`config.mk`:
```
export PLATFORM = sky130hd
export DESIGN_NAME = i2c_addr_window_match
export DESIGN_NICKNAME = d
export VERILOG_FILES = /design/src/rtl/i2cwm_pkg.sv /design/src/rtl/i2cwm_cmp7.sv /design/src/rtl/i2cwm_ten.sv /design/src/rtl/i2c_addr_window_match.sv
export SDC_FILE = /design/constraint.sdc
export NUM_CORES = 1
export LEC_CHECK = 0
export BUFFER_PORTS_ARGS = -buffer_cell sky130_fd_sc_hd__buf_2
export CORE_MARGIN = 4
export CORE_UTILIZATION = 41
export DETAILED_ROUTE_END_ITERATION = 12
export PLACE_DENSITY = 0.75
export SLEW_MARGIN = 5
export SYNTH_ARGS = -nofsm -noshare
export SYNTH_HDL_FRONTEND = slang
export SYNTH_SLANG_ARGS = --single-unit
export TNS_END_PERCENT = 20
```
`constraint.sdc`:
```
create_clock -name clk -period 1.6 [get_ports clk]
set_clock_uncertainty 0.15 [all_clocks]
set_input_delay 0 -clock clk [delete_from_list [all_inputs] [get_ports clk]]
set_output_delay 0 -clock clk [all_outputs]
set_load 0.1 [all_outputs]
```
`src/rtl/i2cwm_pkg.sv`:
```
package i2cwm_pkg;
    localparam int ADDR7_W  = 7;
    localparam int HI_W     = 3;
    localparam int BYTE_W   = ADDR7_W + 1;
    localparam int PREFIX_W = BYTE_W - 3;
    localparam logic [PREFIX_W-1:0] TEN_PREFIX = 5'b11110;

    typedef struct packed {
        logic hit;
        logic dir;
        logic pend;
        logic pend_dir;
    } mstate_t;
endpackage

```
`src/rtl/i2cwm_cmp7.sv`:
```
module i2cwm_cmp7 #(
    parameter int W = 7
) (
    input  logic [W-1:0] cand,
    input  logic [W-1:0] base,
    input  logic [W-1:0] top,
    input  logic         win_en,
    output logic         exact_hit,
    output logic         window_hit
);
    logic above_base;
    logic under_top;

    always_comb begin
        exact_hit  = (cand == base);
        above_base = (cand > base);
        under_top  = (cand <= top);
        window_hit = win_en && above_base && under_top;
    end
endmodule

```
`src/rtl/i2cwm_ten.sv`:
```
module i2cwm_ten
    import i2cwm_pkg::*;
#(
    parameter int LOW_W = ADDR7_W,
    parameter int HW    = HI_W
) (
    input  logic [LOW_W:0]   head_byte,
    input  logic [LOW_W:0]   tail_byte,
    input  logic [LOW_W-1:0] low_addr,
    input  logic [HW-1:0]    hi_addr,
    output logic             head_ok,
    output logic             tail_ok
);
    localparam int PW = LOW_W + 1 - 3;

    logic prefix_ok;
    logic upper_ok;

    always_comb begin
        prefix_ok = (head_byte[LOW_W:3] == TEN_PREFIX[PW-1:0]);
        upper_ok  = (head_byte[2:1] == hi_addr[HW-1:HW-2]);
        head_ok   = prefix_ok && upper_ok;
        tail_ok   = (tail_byte == {hi_addr[0], low_addr});
    end
endmodule

```
`src/rtl/i2c_addr_window_match.sv`:
```
module i2c_addr_window_match
    import i2cwm_pkg::*;
(
    input  logic               clk,
    input  logic               rst,
    input  logic [ADDR7_W-1:0] own_addr,
    input  logic [ADDR7_W-1:0] range_top,
    input  logic               range_en,
    input  logic               ten_bit_en,
    input  logic [HI_W-1:0]    ten_hi,
    input  logic [BYTE_W-1:0]  rx_byte,
    input  logic               byte_strobe,
    input  logic               addr_first,
    output logic               match,
    output logic               rw_dir
);
    mstate_t st_d, st_q;
    logic    exact_hit, window_hit, head_ok, tail_ok;

    i2cwm_cmp7 #(.W(ADDR7_W)) u_cmp7 (
        .cand      (rx_byte[BYTE_W-1:1]),
        .base      (own_addr),
        .top       (range_top),
        .win_en    (range_en),
        .exact_hit (exact_hit),
        .window_hit(window_hit)
    );

    i2cwm_ten #(.LOW_W(ADDR7_W), .HW(HI_W)) u_ten (
        .head_byte(rx_byte),
        .tail_byte(rx_byte),
        .low_addr (own_addr),
        .hi_addr  (ten_hi),
        .head_ok  (head_ok),
        .tail_ok  (tail_ok)
    );

    always_comb begin
        st_d     = st_q;
        st_d.hit = 1'b0;
        if (byte_strobe) begin
            st_d.pend = 1'b0;
            if (addr_first) begin
                if (!ten_bit_en) begin
                    if (exact_hit || window_hit) begin
                        st_d.hit = 1'b1;
                        st_d.dir = rx_byte[0];
                    end
                end else if (head_ok) begin
                    st_d.pend     = 1'b1;
                    st_d.pend_dir = rx_byte[0];
                end
            end else if (ten_bit_en && st_q.pend && tail_ok) begin
                st_d.hit = 1'b1;
                st_d.dir = st_q.pend_dir;
            end
        end
    end

    always_ff @(posedge clk) begin
        if (rst) begin
            st_q <= '0;
        end else begin
            st_q <= st_d;
        end
    end

    assign match  = st_q.hit;
    assign rw_dir = st_q.dir;
endmodule

```
==> flow_metrics.py <==
metrics = {
    "run_status": {
        "outcome": "completed",
    },
    "grt": {
        "grt_pass1_vias": 842,
        "use_met1": 0.201,
        "grt_use_total": 0.169,
        "grt_max_degree": 6,
        "grt.busiest_layer": "met2",
        "antenna_found_initial": 0,
        "use_met3": 0.0612,
        "grt_pass1_wl_um": 3330,
        "grt_overflow": 0,
        "grtUsageMet2": 0.287,
    },
    "cells_and_area": {
        "drive_gt1_frac": 0.482,
        "layout_common_cells": "buf_2 (31), buf_4 (15), inv_1 (11)",
        "nets": 188,
        "diodes": 0,
        "areaGrowthSynthToFinish_pct": 62.7,
        "postLayoutCellArea_sq_um": 1120,
        "fin_cells": 157,
        "final_common_cell": "buf_2",
    },
    "pwr": {
        "swShare": 0.341,
        "intPower_mw": 0.312,
        "clkPwrFrac": 0.267,
        "power-per-cell-area_nw_per_um2": 422,
        "total_power_mw": 0.474,
        "leakagePower_nw": 0.565,
        "p_sw_mw": 0.162,
        "irDropWorstVdd_v": 0.000499,
        "p_comb_frac": 0.518,
        "seqPwrFrac": 0.215,
    },
    "clocking": {
        "cts_sinks": 4,
        "clkTransAtPathRegs_ns": 0.04,
        "h-tree-depth": 1,
        "cts_tree": "built",
        "root_buffer": "clkbuf_4",
        "cts_buffer_depth": 2,
        "post_cts_buffers": 0,
        "clk_latency_ns": 0.23,
        "cts-buffers-inserted": 3,
    },
    "route": {
        "ant_nets": 0,
        "drcViolationCount": 0,
        "vias_per_cell": 5.13,
        "drt_wl_total_um": 1980,
        "drtIter0Drc": 15,
        "wl_per_cell_um": 12.6,
        "vias": 806,
        "dr.pass1.iters": 6,
    },
    "worst_hold_path": {
        "hold_path_depth": 4,
        "hold_path.class": "primary input to register",
        "hold-path-endpoint": "match",
        "min_from": "addr_first",
    },
    "die": {
        "floorplan.die.height_um": 49.0,
        "io-pin-count": 33,
        "initial_utilization": 0.448,
        "rows": 14,
        "dieArea_sq_um": 2410,
        "core_area_sq_um": 1540,
        "die_x_um": 49.0,
    },
    "timing": {
        "finalSetupViolations": 0,
        "drv_slew": 0,
        "period_minus_slack_ns": 1.56,
        "rsz0062_at_grt": "no",
        "worst_slack_ns": 0.0432,
        "hold_viol": 0,
        "hold_slack_ns": 0.0336,
        "fmax_mhz": 642,
        "period_share": 0.973,
        "worst_pin_slew_ns": 0.487,
        "relSlewSlack": 0.678,
    },
    "synth": {
        "yosysWarnings": 0,
        "syn_area_sq_um": 691,
        "synth_cell_types": 28,
        "yosysSeqAreaShare": 0.116,
        "synth_cells": 88,
        "syn_nets": 133,
        "syn_area_per_cell_sq_um": 7.85,
        "ys_seq_elements": 4,
    },
    "worst_setup_path": {
        "cp.arrival_ns": 1.57,
        "reg2reg_depth": 6,
        "crit_type": "primary input to register",
        "crit_required_ns": 1.61,
        "path_max_fanout": 3,
        "critPathCaptureType": "register",
        "reg2reg_slack_ns": 0.25,
        "r2r-end": "rw_dir",
        "crit_path_start_kind": "primary input",
        "r2r_start": "st_q[1]",
    },
    "place": {
        "dp_slack_ns": -0.258,
        "numPortBuffers": 32,
        "globalplace.congestion": 0.749,
        "dp_hpwl_um": 1670,
        "placed_cells": 151,
        "place_area_sq_um": 1030,
    },
    "job": {
        "cap_violations": 0,
    },
}
timing repair:
action	CTS	global route
pin swaps	1	5
hold buffers	4	0
endpoints found under the setup margin	1	1
gates resized for setup	0	6
hold endpoints to repair	4	0
power by group through the flow:
stage	Sequential (mW)	Clock [mW]	Combinational [mW]
after floorplan	0.112	0	0.111
after global placement	0.104	0	0.219
after detailed placement	0.104	0	0.228
after CTS	0.102	0.131	0.237
after global routing	0.102	0.145	0.273
final	0.102	0.126	0.246
synthesized netlist by cell type, drive strengths merged:
master | n | share of area
a2111oi | 1 | 0.040
a21oi | 7 | 0.062
a31oi | 2 | 0.018
and3 | 1 | 0.0091
dfxtp | 4 | 0.12
ha | 14 | 0.25
inv | 15 | 0.082
mux2i | 1 | 0.014
nand2 | 7 | 0.038
nand3 | 4 | 0.029
nand3b | 2 | 0.022
nand4 | 2 | 0.018
nor2 | 3 | 0.016
nor2b | 1 | 0.0091
nor3 | 2 | 0.014
nor4 | 2 | 0.027
o211ai | 1 | 0.011
o21ai | 2 | 0.014
o22ai | 2 | 0.027
o31ai | 1 | 0.011
or2 | 1 | 0.0091
or2b | 1 | 0.013
or3 | 1 | 0.0091
or4 | 1 | 0.011
xor2 | 10 | 0.13
worst max path at each step:
stage,endpoint,slack [ns],from
after global placement,rw_dir,-0.19,rx_byte[5]
final,rw_dir,0.04,ten_bit_en
after floorplan,rw_dir,0.0001,own_addr[6]
after CTS,rw_dir,0.002,rx_byte[5]
after global routing,rw_dir,0.03,rx_byte[5]
after detailed placement,rw_dir,-0.26,rx_byte[5]
final cells by class:
| type | instances | area [sq um] |
|---|---|---|
| clock buffer | 3 | 22.5 |
| fill | 134 | 418 |
| inverter | 15 | 56.3 |
| multi-input combinational | 69 | 634 |
| sequential | 4 | 80.1 |
| tap | 16 | 20.0 |
| timing repair buffer | 50 | 310 |
sequential cells by signal, summed over array words and instances, names as in the netlist:
register	cells
match	1
rw_dir	1
st_q	2
logic make-up after synthesis:
| group | Yosys count | synth area share |
|---|---|---|
| flip-flops | 4 | 0.116 |
| multiplexers | 1 | 0.0145 |
| buffers and inverters | 15 | 0.0815 |
| AO/OA/AOI/OAI | 16 | 0.183 |
| AND/OR/NAND/NOR | 28 | 0.225 |
| adder cells (fa/ha/maj) | 14 | 0.254 |
| XOR/XNOR | 10 | 0.127 |
critical path, stage by stage:
cell and delay [ns]:
dlygate4sd3_1 0.53, buf_2 0.13, or2b_2 0.29, or4_1 0.51, o21ai_1 0.11
metal layers:
layer	wire length (um)	vias to the layer above	part of all wire
met4	0	0	0
met1	842	355	0.42
met3	170	0	0.086
met5	0	-	0
met2	969	34	0.49
li1	-	417	-
metrics by stage:
step	setup TNS, ns	util
CTS	0	0.711
global placement	-0.186	0.670
finish	0	0.729
floorplan	0	-
detailed placement	-0.258	0.670
global route	0	0.729
(Power assumes the default switching activity.)
